`src/rtl/sinc2_pkg.sv`:
```
package sinc2_pkg;
  localparam int SINC_ORDER = 2;

  function automatic int sinc_width(input int order, input int log2_decim);
    return order * log2_decim;
  endfunction
endpackage

```
`src/rtl/sinc2_rst_sync.sv`:
```
module sinc2_rst_sync (
  input  logic clk,
  input  logic rst_n,
  output logic rst_sync_n
);
  logic [1:0] sync_q;
  logic [1:0] sync_d;

  always_comb sync_d = {sync_q[0], 1'b1};

  always_ff @(posedge clk or negedge rst_n) begin
    if (!rst_n) sync_q <= '0;
    else        sync_q <= sync_d;
  end

  assign rst_sync_n = sync_q[1];
endmodule

```
`src/rtl/sinc2_integrators.sv`:
```
module sinc2_integrators #(
  parameter int ORDER = 2,
  parameter int W     = 16
) (
  input  logic         clk,
  input  logic         rst_n,
  input  logic [W-1:0] step_in,
  output logic [W-1:0] acc_out
);
  logic [W-1:0] acc_q [ORDER];
  logic [W-1:0] acc_d [ORDER];

  // Each stage adds the previous stage's registered value (wraps modulo 2^W).
  always_comb begin
    acc_d[0] = acc_q[0] + step_in;
    for (int s = 1; s < ORDER; s++) acc_d[s] = acc_q[s] + acc_q[s-1];
  end

  for (genvar g = 0; g < ORDER; g++) begin : g_stage
    always_ff @(posedge clk or negedge rst_n) begin
      if (!rst_n) acc_q[g] <= '0;
      else        acc_q[g] <= acc_d[g];
    end
  end

  assign acc_out = acc_q[ORDER-1];
endmodule

```
`src/rtl/sinc2_rate_gen.sv`:
```
module sinc2_rate_gen #(
  parameter int LOG2 = 8
) (
  input  logic clk,
  input  logic rst_n,
  output logic tick,
  output logic primed,
  output logic rate_clk
);
  localparam int HALF = 2 ** (LOG2 - 1);

  logic [LOG2-1:0] cnt_q, cnt_d;
  logic            seen_q, seen_d;
  logic            rate_q, rate_d;

  always_comb begin
    cnt_d  = cnt_q + 1'b1;
    tick   = &cnt_q;
    seen_d = seen_q | tick;
    rate_d = tick | (seen_q & (cnt_q < LOG2'(HALF - 1)));
  end

  always_ff @(posedge clk or negedge rst_n) begin
    if (!rst_n) cnt_q <= '0;
    else        cnt_q <= cnt_d;
  end

  // Output-rate flops run on the falling edge of the oversampled clock.
  always_ff @(negedge clk or negedge rst_n) begin
    if (!rst_n) begin
      seen_q <= 1'b0;
      rate_q <= 1'b0;
    end else begin
      seen_q <= seen_d;
      rate_q <= rate_d;
    end
  end

  assign primed   = seen_q;
  assign rate_clk = rate_q;
endmodule

```
`src/rtl/sinc2_combs.sv`:
```
module sinc2_combs #(
  parameter int ORDER = 2,
  parameter int W     = 16
) (
  input  logic         clk,
  input  logic         rst_n,
  input  logic         tick,
  input  logic         primed,
  input  logic [W-1:0] acc_in,
  output logic [W-1:0] sample,
  output logic         vld
);
  logic [W-1:0] dly_q [ORDER];
  logic [W-1:0] dly_d [ORDER];
  logic [W-1:0] tap   [ORDER];
  logic [W-1:0] chain;
  logic [W-1:0] smp_q, smp_d;
  logic         vld_q, vld_d;

  // Differencing stages chained without registers between them.
  always_comb begin
    chain = acc_in;
    for (int s = 0; s < ORDER; s++) begin
      tap[s] = chain;
      chain  = chain - dly_q[s];
    end
    for (int s = 0; s < ORDER; s++) dly_d[s] = tick ? tap[s] : dly_q[s];
    smp_d = tick ? chain : smp_q;
    vld_d = tick & primed;
  end

  for (genvar g = 0; g < ORDER; g++) begin : g_dly
    always_ff @(negedge clk or negedge rst_n) begin
      if (!rst_n) dly_q[g] <= '0;
      else        dly_q[g] <= dly_d[g];
    end
  end

  always_ff @(negedge clk or negedge rst_n) begin
    if (!rst_n) begin
      smp_q <= '0;
      vld_q <= 1'b0;
    end else begin
      smp_q <= smp_d;
      vld_q <= vld_d;
    end
  end

  assign sample = smp_q;
  assign vld    = vld_q;
endmodule

```
`src/rtl/sinc2_decimator.sv`:
```
module sinc2_decimator
  import sinc2_pkg::*;
#(
  parameter int DECIM_LOG2  = 8,
  parameter bit ZERO_IS_NEG = 1'b1
) (
  input  logic                                     clk,
  input  logic                                     rst_n,
  input  logic                                     mod_bit,
  output logic [sinc_width(SINC_ORDER, DECIM_LOG2)-1:0] sample_out,
  output logic                                     rate_clk,
  output logic                                     sample_vld
);
  localparam int W = sinc_width(SINC_ORDER, DECIM_LOG2);

  logic         rst_i_n;
  logic [W-1:0] step;
  logic [W-1:0] acc;
  logic         tick;
  logic         primed;

  // bit 1 -> +1, bit 0 -> -1 (or 0 when ZERO_IS_NEG is cleared).
  always_comb begin
    if (mod_bit)          step = W'(1);
    else if (ZERO_IS_NEG) step = '1;
    else                  step = '0;
  end

  sinc2_rst_sync u_rst (
    .clk        (clk),
    .rst_n      (rst_n),
    .rst_sync_n (rst_i_n)
  );

  sinc2_integrators #(.ORDER(SINC_ORDER), .W(W)) u_int (
    .clk     (clk),
    .rst_n   (rst_i_n),
    .step_in (step),
    .acc_out (acc)
  );

  sinc2_rate_gen #(.LOG2(DECIM_LOG2)) u_rate (
    .clk      (clk),
    .rst_n    (rst_i_n),
    .tick     (tick),
    .primed   (primed),
    .rate_clk (rate_clk)
  );

  sinc2_combs #(.ORDER(SINC_ORDER), .W(W)) u_comb (
    .clk    (clk),
    .rst_n  (rst_i_n),
    .tick   (tick),
    .primed (primed),
    .acc_in (acc),
    .sample (sample_out),
    .vld    (sample_vld)
  );
endmodule

```
`config.mk`:
```
export PLATFORM = sky130hd
export DESIGN_NAME = sinc2_decimator
export DESIGN_NICKNAME = d
export VERILOG_FILES = /design/src/rtl/sinc2_pkg.sv /design/src/rtl/sinc2_rst_sync.sv /design/src/rtl/sinc2_integrators.sv /design/src/rtl/sinc2_rate_gen.sv /design/src/rtl/sinc2_combs.sv /design/src/rtl/sinc2_decimator.sv
export SDC_FILE = /design/constraint.sdc
export NUM_CORES = 1
export LEC_CHECK = 0
export ABC_AREA = 1
export BUFFER_PORTS_ARGS = -buffer_cell sky130_fd_sc_hd__buf_2
export CORE_MARGIN = 2
export CORE_UTILIZATION = 63
export DETAILED_ROUTE_END_ITERATION = 7
export PLACE_DENSITY_LB_ADDON = 0.1
export SLEW_MARGIN = 20
export SYNTH_ARGS = -nofsm -noshare
export SYNTH_HDL_FRONTEND = slang
export SYNTH_SLANG_ARGS = --single-unit
```
`constraint.sdc`:
```
create_clock -name clk -period 3.55 [get_ports clk]
set_clock_uncertainty 0.05 [all_clocks]
set_input_delay 0.1775 -clock clk [delete_from_list [all_inputs] [get_ports clk]]
set_output_delay 0.1775 -clock clk [all_outputs]
set_load 0.01 [all_outputs]
```
Word level (Yosys, flattened, before mapping)
Index checks and enable logic that the tools add are counted.
Word-level totals
  register bits: 93
  output and inout port bits: 18
  bits of input ports: 3
  logic and storage cells: 22
Operators by class
  magnitude comparators: 1
  add/sub/neg operators: 5
  reduce and logical (&&, ||, !) cells: 1
  bitwise logic cells: 4
  mux-type cells: 1
Operator list (count)
  $add A16 B16 Y16: 2
  $sub A16 B16 Y16: 2
  $mux W16: 1
  $add A8 B1 Y8 const B: 1
  $lt A8 B7 Y1 const B: 1
  $reduce_and A8 Y1: 1
  $and A1 B1 Y1: 2
  $or A1 B1 Y1: 2

Depth between registers and ports, before layout
Gate-level depths: netlist of run 1.
  word-level depth: 3
  depth in mapped cells: 23
  mapped depth without buffers: 23

Hierarchy
From an unflattened synthesis of run 1, not the netlist that was laid out.
Unflattened totals
  cell total of the unflattened synthesis: 899
  area, all modules: 6638.9 um^2
By module, submodules not included
  sinc2_combs: sequential area each 1226.2 um^2, area an instance 3380.7 um^2, instances 1, cells each 446
  sinc2_integrators: sequential area each 800.8 um^2, area an instance 2751.4 um^2, instances 1, cells each 398
  sinc2_rate_gen: sequential area each 250.2 um^2, area an instance 445.4 um^2, instances 1, cells each 50
  sinc2_rst_sync: sequential area each 50.0 um^2, area an instance 53.8 um^2, instances 1, cells each 3
  sinc2_decimator: sequential area each 0.0 um^2, area an instance 7.5 um^2, instances 1, cells each 2

==> flow_summary_export.csv, run 1 <==
group,metric,value,unit
timing,worstMarginPinSlew,0.552,ns
setup_path,slowest_delay,0.49,ns
cts,cts_tree,"yes",
setup_path,reg2reg_from,"u_int.acc_out[4]",
timing,drv_slew,0,
synth,muxShareOfSynthArea,0,%
global_route,grt_overflow,0,
timing,slew_headroom,63.1,%
global_route,grt_pass1_vias,5915,
global_route,gr-usage-met3,6.73,%
synth,syn_avg_cell_area,8.36,um^2
outcome,violations,"DRC, setup timing",
finish,fillers,243,
cts,cts_sinks,93,
global_route,grt_pass1_wl,28200,um
synth,synth-edff-count,0,
place,gp_congestion,0.849,
drt,drcViolationCount,54,
cts,clk_latency,0.40,ns
synth,async_flop_share,100,%
synth,netlist_top_cells_count,"171 x nand2_1, 89 x inv_1, 60 x ha_1",
timing,grt_setup_unrepaired,"true",
synth,yosysTopAreaCellShare,21.6,%
synth,synth.area.top_cells,"dfrtn_1 22%, dfrtp_1 18%, ha_1 13%",
drt,drt_iter0_drc,1097,
timing,fin_ws,-1.98,ns
drt,routed_via_density,7.04,
synth,synthAdderAreaFrac,14.1,%
place,dp_hpwl,9100,um
setup_path,critPathKind,"reg2reg",
floorplanning,ios,21,
floorplanning,start_util,64.5,%
cts,cts.path.max_buffers,2,
synth,ys_types,36,
global_route,grt_antenna_before_repair,2,
finish,area_growth,45.8,%
synth,synthSimpleGateAreaFrac,18.5,%
finish,fin_area,8610,um^2
setup_path,critical_path_required,1.96,ns
setup_path,critical_path.most_common_cell,"nand2_1",
floorplanning,coreArea,9150,um^2
place,placed_area,6860,um^2
global_route,use_met2,63.4,%
drt,vias,6940,
finish,fin_nets,936,
setup_path,worstReg2RegEnd,"u_comb.sample[14]",
drt,route.detailed.wl_per_inst,28.3,um
synth,synth_ff_type,"dfrtn_1",
timing,finalHoldViolations,0,
synth,synth_xor_xnor_area_share,8.31,%
finish,postLayoutCoreUtil,94.0,%
setup_path,crit_slowest_cell,"dfrtp_2",
synth,synth_compound_gate_area_share,12.4,%
finish,drive_gt1_share,38.1,%
synth,syn_area,5900,um^2
setup_path,rrSetupSlack,-1.98,ns
synth,ys_seq_area_share,39.4,%
setup_path,reg2reg_depth,17,
floorplanning,die_area,10200,um^2
timing,finalSetupTns,-35.84,ns
timing,setup_viol,51,
global_route,grt-busiest-layer,"met2",
synth,postSynthCellCount,706,
synth,synth_top_family_by_area,"simple AND/OR/NAND/NOR gates",
global_route,grt_max_degree,38,
setup_path,crit_chain,"ha_4 > nand2_1 > nor2_1 > nand2_2 > nand2_4 > buf_6 > xor2_1 > ha_1 > nand2_1 > nor2_4 > nand3_2 > nand3_2 > nand2_1 > inv_1 > o21ai_0 > nand3_1 > nand2_1",
cts,clk_pin_slew_worst_paths,0.11,ns
cts,root_buffer,"clkbuf_8",
synth,yosys.area.top_type,"dfrtn_1",
floorplanning,fp-row-count,35,
setup_path,start_kind,"flip-flop",
synth,synth-seq-cells,93,
floorplanning,die_y,101,um
synth,yosys_warnings,0,
cts,htreeDepth,3,
drt,ant_nets,0,
global_route,track_usage,35.6,%
setup_path,critPathLaunch,"u_int.acc_out[4]",
setup_path,crit_fanout,5,
setup_path,cp_data_arrival_time,3.94,ns
floorplanning,fp.dieW,101,um
min_path,hold_class,"in2async",
drt,first_pass_iters,8,
drt,routed_wl,27900,um
global_route,grt_use_met1,38.2,%
synth,synth_most_common_cell,"nand2_1",
setup_path,endpoint_kind,"flip-flop",
place,port_buffers,20,
synth,syn_nets,773,
outcome,run_status,"complete, but fails checks",
job,maxCapViolCount,0,
cts,numCtsBuffers,9,
-- layer usage --
layer,routed length [um],vias up
met5,159,-
met4,3430,8
met3,4080,375
met2,11700,767
met1,8500,3159
li1,-,2631
-- cell type report --
| cell class | instances | area (um^2) | share of cell area, % |
|---|---|---|---|
| antenna | 1 | 2.50 | 0.0291 |
| inverter | 90 | 343 | 3.98 |
| multi-input combinational | 513 | 4140 | 48.1 |
| clock buffer | 11 | 131 | 1.53 |
| timing repair buffer | 162 | 1440 | 16.7 |
| tap | 111 | 139 | 1.61 |
| sequential | 93 | 2330 | 27.1 |
| clock inverter | 5 | 85.1 | 0.989 |
-- worst max path at each step --
stage / end / cells past startpoint
global route: u_comb.sample[14] / 16
global placement: u_comb.sample[15] / 16
CTS: u_comb.sample[12] / 18
finish: u_comb.sample[14] / 17
detailed placement: u_comb.sample[14] / 21
floorplan: u_comb.sample[14] / 21
-- sequential cells by signal, indices dropped and copies added (netlist names) --
register / flops
u_rate.cnt_q: 8
u_int.acc_out: 16
u_comb.dly_q: 32
u_rst.sync_q: 2
u_int.acc_q: 16
u_comb.sample: 16
u_rate.rate_clk: 1
u_rate.primed: 1
u_comb.vld: 1
-- through the flow --
step / worst slack (ns) / hold slack (ns) / std cells
2_1_floorplan: -0.962 / -0.168 / 706
3_3_place_gp: -1.08 / -0.0877 / 905
3_5_place_dp: -1.21 / -0.0842 / 905
4_1_cts: -1.12 / 0.0451 / 967
5_1_grt: -2.17 / 0.0685 / 986
6_report: -1.98 / 0.0401 / 986
-- layout by cell type, fill, tap and decap left out, drive strengths merged --
cell           n
a21boi         3
a21o           8
a21oi         51
a31oi          7
and2           2
and3           2
buf          155
bufinv         2
clkbuf        17
clkinv         1
clkinvlp       1
conb           1
dfrtn         51
dfrtp         42
diode          1
dlygate4sd3    1
fa             4
ha            60
inv           91
nand2        172
nand3         44
nand4          3
nor2          23
nor3           9
nor3b          1
o21ai         52
o21bai         9
o31ai          2
or2            4
xnor2         15
xor2          41
-- kinds of logic (layout without fill, tap and decap cells) --
group,Yosys count,in the layout
flops,93,93
buf+inv,100,268
xor+xnor,56,56
simple gates,260,260
compound gates,132,132
other cells,1,2
fa+ha+maj,64,64
-- critical path: cells and delay by family (launching register included) --
family,cells,cell delay [ns]
and+or+nand+nor,11,1.79
DFF,1,0.49
adders and majority gates,2,0.65
buffers and inverters,2,0.20
AOI/OAI and AO/OA,1,0.13
xor gates and xnor gates,1,0.29
-- what timing repair did --
item	4_1_cts	5_1_grt
buffers inserted	43	20
gates resized for setup	53	149
hold endpoints to repair	2	0
setup endpoints to repair	47	48
cloned	2	7
pin swaps	29	54
hold buffers	1	0
Power of run 1 is not shown: default switching activity piles up to over one toggle a cycle in this logic, so the estimate is an artifact.
==> run 2: changes to the inputs <==
RECOVER_POWER = 25   (was unset)
==> run 2 against run 1 <==
The run still ends with DRC, setup timing left. Core utilization is essentially flat. Register-to-register slack worse by 0.03 ns. First-iteration DRC count unchanged. Sequential share of layout area about the same. Flip-flop and latch count is the same. Largest cell class unchanged. Non-clock buffer count unchanged. Die area did not move.
==> flow_summary_export.csv, run 2 (synthesized netlist as in run 1, its figures left out) <==
group,metric,value,unit
cts,cts_tree,"yes",
floorplanning,die_area,10200,um^2
setup_path,cp_data_arrival_time,3.97,ns
min_path,hold_class,"in2async",
place,gp_congestion,0.849,
finish,largest_register,"u_comb.dly_q",
cts,numCtsBuffers,9,
cts,clk_latency,0.39,ns
timing,grt_setup_unrepaired,"true",
setup_path,critPathLaunch,"u_int.acc_out[4]",
setup_path,crit_fanout,5,
place,dp_hpwl,9100,um
outcome,run_status,"complete, but fails checks",
finish,regArea,2330,um^2
drt,first_pass_iters,8,
setup_path,crit_family,"simple AND/OR/NAND/NOR gates",
setup_path,rrSetupSlack,-2.01,ns
setup_path,reg2reg_depth,17,
floorplanning,coreArea,9150,um^2
drt,routed_via_density,7.00,
timing,finalSetupTns,-35.70,ns
floorplanning,fp.dieW,101,um
setup_path,worstReg2RegEnd,"u_comb.sample[14]",
timing,slew_headroom,63.1,%
outcome,violations,"DRC, setup timing",
finish,final_common_cell,"nand2_1",
timing,worstMarginPinSlew,0.552,ns
timing,fin_ws,-2.01,ns
finish,multi_input_area,4140,um^2
finish,drive_gt1_share,38.0,%
cts,cts.path.max_buffers,2,
finish,fin_nets,936,
setup_path,critPathKind,"reg2reg",
setup_path,crit_chain,"ha_4 > nand2_1 > nor2_1 > nand2_2 > nand2_4 > buf_6 > xor2_1 > ha_1 > nand2_1 > nor2_4 > nand3_2 > nand3_2 > nand2_1 > inv_1 > o21ai_0 > nand3_1 > nand2_1",
setup_path,start_kind,"flip-flop",
drt,drcViolationCount,104,
cts,clk_pin_slew_worst_paths,0.11,ns
global_route,grt_pass1_vias,5915,
floorplanning,ios,21,
setup_path,critical_path_required,1.95,ns
timing,finalHoldViolations,0,
drt,vias,6898,
cts,htreeDepth,3,
job,maxCapViolCount,0,
setup_path,crit_buf_inv,2,
global_route,grt_pass1_wl,28200,um
place,placed_area,6860,um^2
drt,routed_wl,28000,um
finish,largest_reg_flops,32,
finish,fin_area,8600,um^2
finish,layout_common_cells,"126 x nand2_1, 111 x buf_4, 85 x inv_1",
setup_path,crit_slowest_cell,"dfrtp_2",
global_route,grt_max_degree,38,
timing,hold_slack,0.0514,ns
cts,cts_sinks,93,
setup_path,endpoint,"u_comb.sample[14]",
place,port_buffers,20,
timing,drv_slew,0,
finish,area_growth,45.8,%
cts,root_buffer,"clkbuf_8",
global_route,track_usage,35.6,%
floorplanning,start_util,64.5,%
drt,drt_iter0_drc,1097,
setup_path,cp.depth,17,
global_route,grt_antenna_before_repair,2,
drt,route.detailed.wl_per_inst,28.4,um
setup_path,endpoint_kind,"flip-flop",
setup_path,reg2reg_from,"u_int.acc_out[4]",
global_route,grt_overflow,0,
timing,setup_viol,50,
setup_path,slowest_delay,0.49,ns
setup_path,critical_path.most_common_cell,"nand2_1",
floorplanning,fp-row-count,35,
finish,fillers,244,
drt,ant_nets,0,
floorplanning,die_y,101,um
run 2: worst reg2reg max path, cell delays in order (launching register included):
cell     delay [ns]
dfrtp_2        0.49
ha_4           0.33
nand2_1        0.12
nor2_1         0.44
nand2_2        0.13
nand2_4        0.11
buf_6          0.11
xor2_1         0.30
ha_1           0.33
nand2_1        0.19
nor2_4         0.16
nand3_2        0.22
nand3_2        0.18
nand2_1        0.07
inv_1          0.09
o21ai_0        0.13
nand3_1        0.13
nand2_1        0.05
run 2: final cells by class:
cell class	instances	share of cell area, %
multi-input cells	513	48.1
flip-flops and latches	93	27.1
repair buffers	162	16.7
inverters	90	3.98
well taps	111	1.61
clock buffers	11	1.53
clock inverters	5	0.989
diodes	1	0.0291
run 2: layer usage:
metal	routed length, um	vias up	global-route usage [%]
met5	207	-	0
met4	3450	8	23.7
met3	3990	365	6.73
met2	11800	752	63.4
met1	8520	3140	38.2
li1	-	2633	-
run 2: worst min path at each step:
stage,startpoint,slack (ns),cells after the start,to
detailed placement,rst_n,-0.08,1,u_rst.sync_q[0]
floorplan,rst_n,-0.17,0,u_rst.sync_q[0]
CTS,rst_n,0.05,2,u_rst.sync_q[0]
finish,rst_n,0.05,2,u_rst.sync_q[1]
global placement,rst_n,-0.09,1,u_rst.sync_q[0]
global route,rst_n,0.07,2,u_rst.sync_q[1]
run 2: metrics by stage:
step | worst slack (ns) | utilization [%] | std cells
finish | -2.01 | 94.0 | 986
global route | -2.17 | 94.0 | 986
CTS | -1.12 | 84.7 | 967
detailed placement | -1.21 | 74.9 | 905
global placement | -1.08 | 74.9 | 905
floorplan | -0.962 | - | 706
run 2: what timing repair did:
item,4_1_cts,5_1_grt
setup buffers,43,20
setup endpoints to repair,47,48
hold buffers,1,0
pin swaps,29,54
gates resized for setup,53,149
cloned,2,7
endpoints found under the hold margin,2,0
Power of run 2 is left out for the same reason.
==> run 3: changes to the inputs <==
CELL_PAD_IN_SITES_DETAIL_PLACEMENT = 0   (was unset)
CELL_PAD_IN_SITES_GLOBAL_PLACEMENT = 1   (was unset)
CORE_UTILIZATION = 48   (was 63)
==> run 3 against run 2 <==
Worst hold slack gained 0.063 ns. Routed wire length is 51% lower. First-iteration DRC count down 90%. Final area down 3.3%. Core utilization decreased by 25 points. Critical path depth increased by 1. Flip-flop and latch count stayed put. Sequential share of layout area is 0.91 points higher. Die area up 30%. Global-route usage is 14 points lower. Cell count grew 0.81%. The run ends with capacitance limit, slew limit, setup timing left.
==> flow_summary_export.csv, run 3 (synthesized netlist as in run 1, its figures left out) <==
group,metric,value,unit
drt,vias,5062,
finish,largest_register,"u_comb.dly_q",
timing,grt_setup_unrepaired,"true",
drt,route.detailed.wl_per_inst,13.8,um
finish,layout_common_cells,"140 x nand2_1, 97 x buf_4, 84 x inv_1",
setup_path,crit_fanout,5,
drt,drt_iter0_drc,111,
place,dp_hpwl,8930,um
drt,routed_via_density,5.09,
global_route,track_usage,21.2,%
cts,clk_pin_slew_worst_paths,0.07,ns
cts,cts.path.max_buffers,2,
finish,drive_gt1_share,34.2,%
cts,root_buffer,"clkbuf_16",
timing,fin_ws,-1.13,ns
place,port_buffers,20,
timing,setup_viol,51,
setup_path,cp_data_arrival_time,3.06,ns
drt,ant_nets,0,
place,gp_congestion,0.866,
floorplanning,die_y,115,um
place,placed_area,6890,um^2
cts,cts_sinks,93,
pwr,finalPower,9.26,mW
setup_path,start_kind,"flip-flop",
finish,largest_reg_flops,32,
global_route,grt_antenna_before_repair,0,
finish,fin_area,8320,um^2
place,place_inst,941,
timing,finalHoldViolations,0,
pwr,p_leak,3.98,nW
global_route,grt_pass1_vias,5015,
min_path,hold_class,"in2async",
finish,fillers,918,
finish,area_growth,41.0,%
job,maxCapViolCount,2,
global_route,grt_pass1_wl,22400,um
drt,routed_wl,13700,um
floorplanning,fp.dieW,115,um
finish,final_common_cell,"nand2_1",
floorplanning,fp-row-count,40,
drt,drcViolationCount,0,
setup_path,critPathKind,"reg2reg",
cts,numCtsBuffers,9,
cts,htreeDepth,3,
setup_path,critical_path_required,1.93,ns
cts,cts_tree,"yes",
finish,fin_nets,909,
timing,finalSetupTns,-25.06,ns
setup_path,endpoint_kind,"flip-flop",
finish,diodes,0,
outcome,violations,"capacitance limit, slew limit, setup timing",
pwr,power_density,1110,nW/um^2
global_route,grt_overflow,0,
drt,first_pass_iters,4,
finish,stdcell_count,994,
floorplanning,ios,21,
floorplanning,start_util,49.1,%
finish,regArea,2330,um^2
timing,worstMarginPinSlew,2.06,ns
floorplanning,coreArea,12000,um^2
cts,clk_latency,0.35,ns
floorplanning,die_area,13200,um^2
outcome,run_status,"complete, but fails checks",
place,place_ws,-1.17,ns
pwr,ir_drop,0.520,mV
global_route,grt_max_degree,40,
finish,multi_input_area,4080,um^2
timing,drv_slew,69,
timing,slew_headroom,-37.0,%
-- run 3: changes by cell type in the layout (fill, tap and decap cells not counted), sizes merged --
cell,delta
buf,-27
bufinv,-1
clkbuf,-2
clkinv,+1
clkinvlp,+1
diode,-1
inv,+1
-- run 3: final cells by class --
cell class | instances | area share [%]
repair buffers | 135 | 13.0
clock inverters | 7 | 0.872
well taps | 147 | 2.21
inverters | 90 | 4.21
flip-flops and latches | 93 | 28.0
multi-input cells | 513 | 49.0
clock buffers | 9 | 2.71
-- run 3: path summary, 6_finish.rpt --
check | startpoint | to | slack [ns] | cells past startpoint
hold / removal | rst_n | u_rst.sync_q[0] | 0.11 | 2
setup / recovery | u_int.acc_out[0] | u_comb.sample[15] | -1.13 | 18
min in group clk | mod_bit | u_int.acc_q[31] | 0.13 | 3
max in group asynchronous | u_rst.sync_q[1] | u_comb.sample[10] | -0.36 | 1
hold reg to reg | u_rst.sync_q[0] | u_rst.sync_q[1] | 0.31 | 0
setup reg to reg | u_int.acc_out[0] | u_comb.sample[15] | -1.13 | 18
-- run 3: critical path, stage by stage, from the launching register on --
cell and delay, ns:
dfrtp_1 0.39, inv_2 0.08, ha_4 0.13, inv_2 0.04
fa_2 0.37, buf_4 0.16, nand3_4 0.06, nand3_4 0.10
a21oi_4 0.19, xor2_2 0.12, ha_4 0.31, nand2_2 0.06
nor3_2 0.17, and3_1 0.17, nand2_1 0.05, nand4_1 0.10
nand3_1 0.08, nand3_1 0.07, nand2_1 0.05
-- run 3: where the power goes --
part / leakage, nW / total, mW / internal (mW) / switching (mW)
registers: 1.22 / 1.44 / 1.28 / 0.158
logic: 2.63 / 6.84 / 3.42 / 3.42
clock network: 0.142 / 0.979 / 0.548 / 0.431
-- run 3: repair_timing --
| action | 4_1_cts | 5_1_grt |
|---|---|---|
| cloned | 2 | 2 |
| hold endpoints to repair | 2 | 0 |
| hold buffers | 1 | 0 |
| pin swaps | 34 | 43 |
| endpoints found under the setup margin | 43 | 45 |
| resized for setup | 57 | 108 |
| buffers inserted | 16 | 16 |
-- run 3: per-stage QoR --
stage	hold slack, ns	utilization, %
finish	0.115	69.3
global placement	-0.0872	57.4
detailed placement	-0.0853	57.4
floorplan	-0.168	-
CTS	0.0725	64.1
global route	0.121	69.3
-- run 3: per-layer routing --
layer / vias up / track usage (%) / part of all wire, %
li1: 2593 / - / -
met1: 2401 / 24.9 / 43
met2: 49 / 39.3 / 53
met3: 19 / 2.58 / 1.5
met4: 0 / 8.19 / 1.8
met5: - / 0 / 0
(Power assumes the default switching activity.)
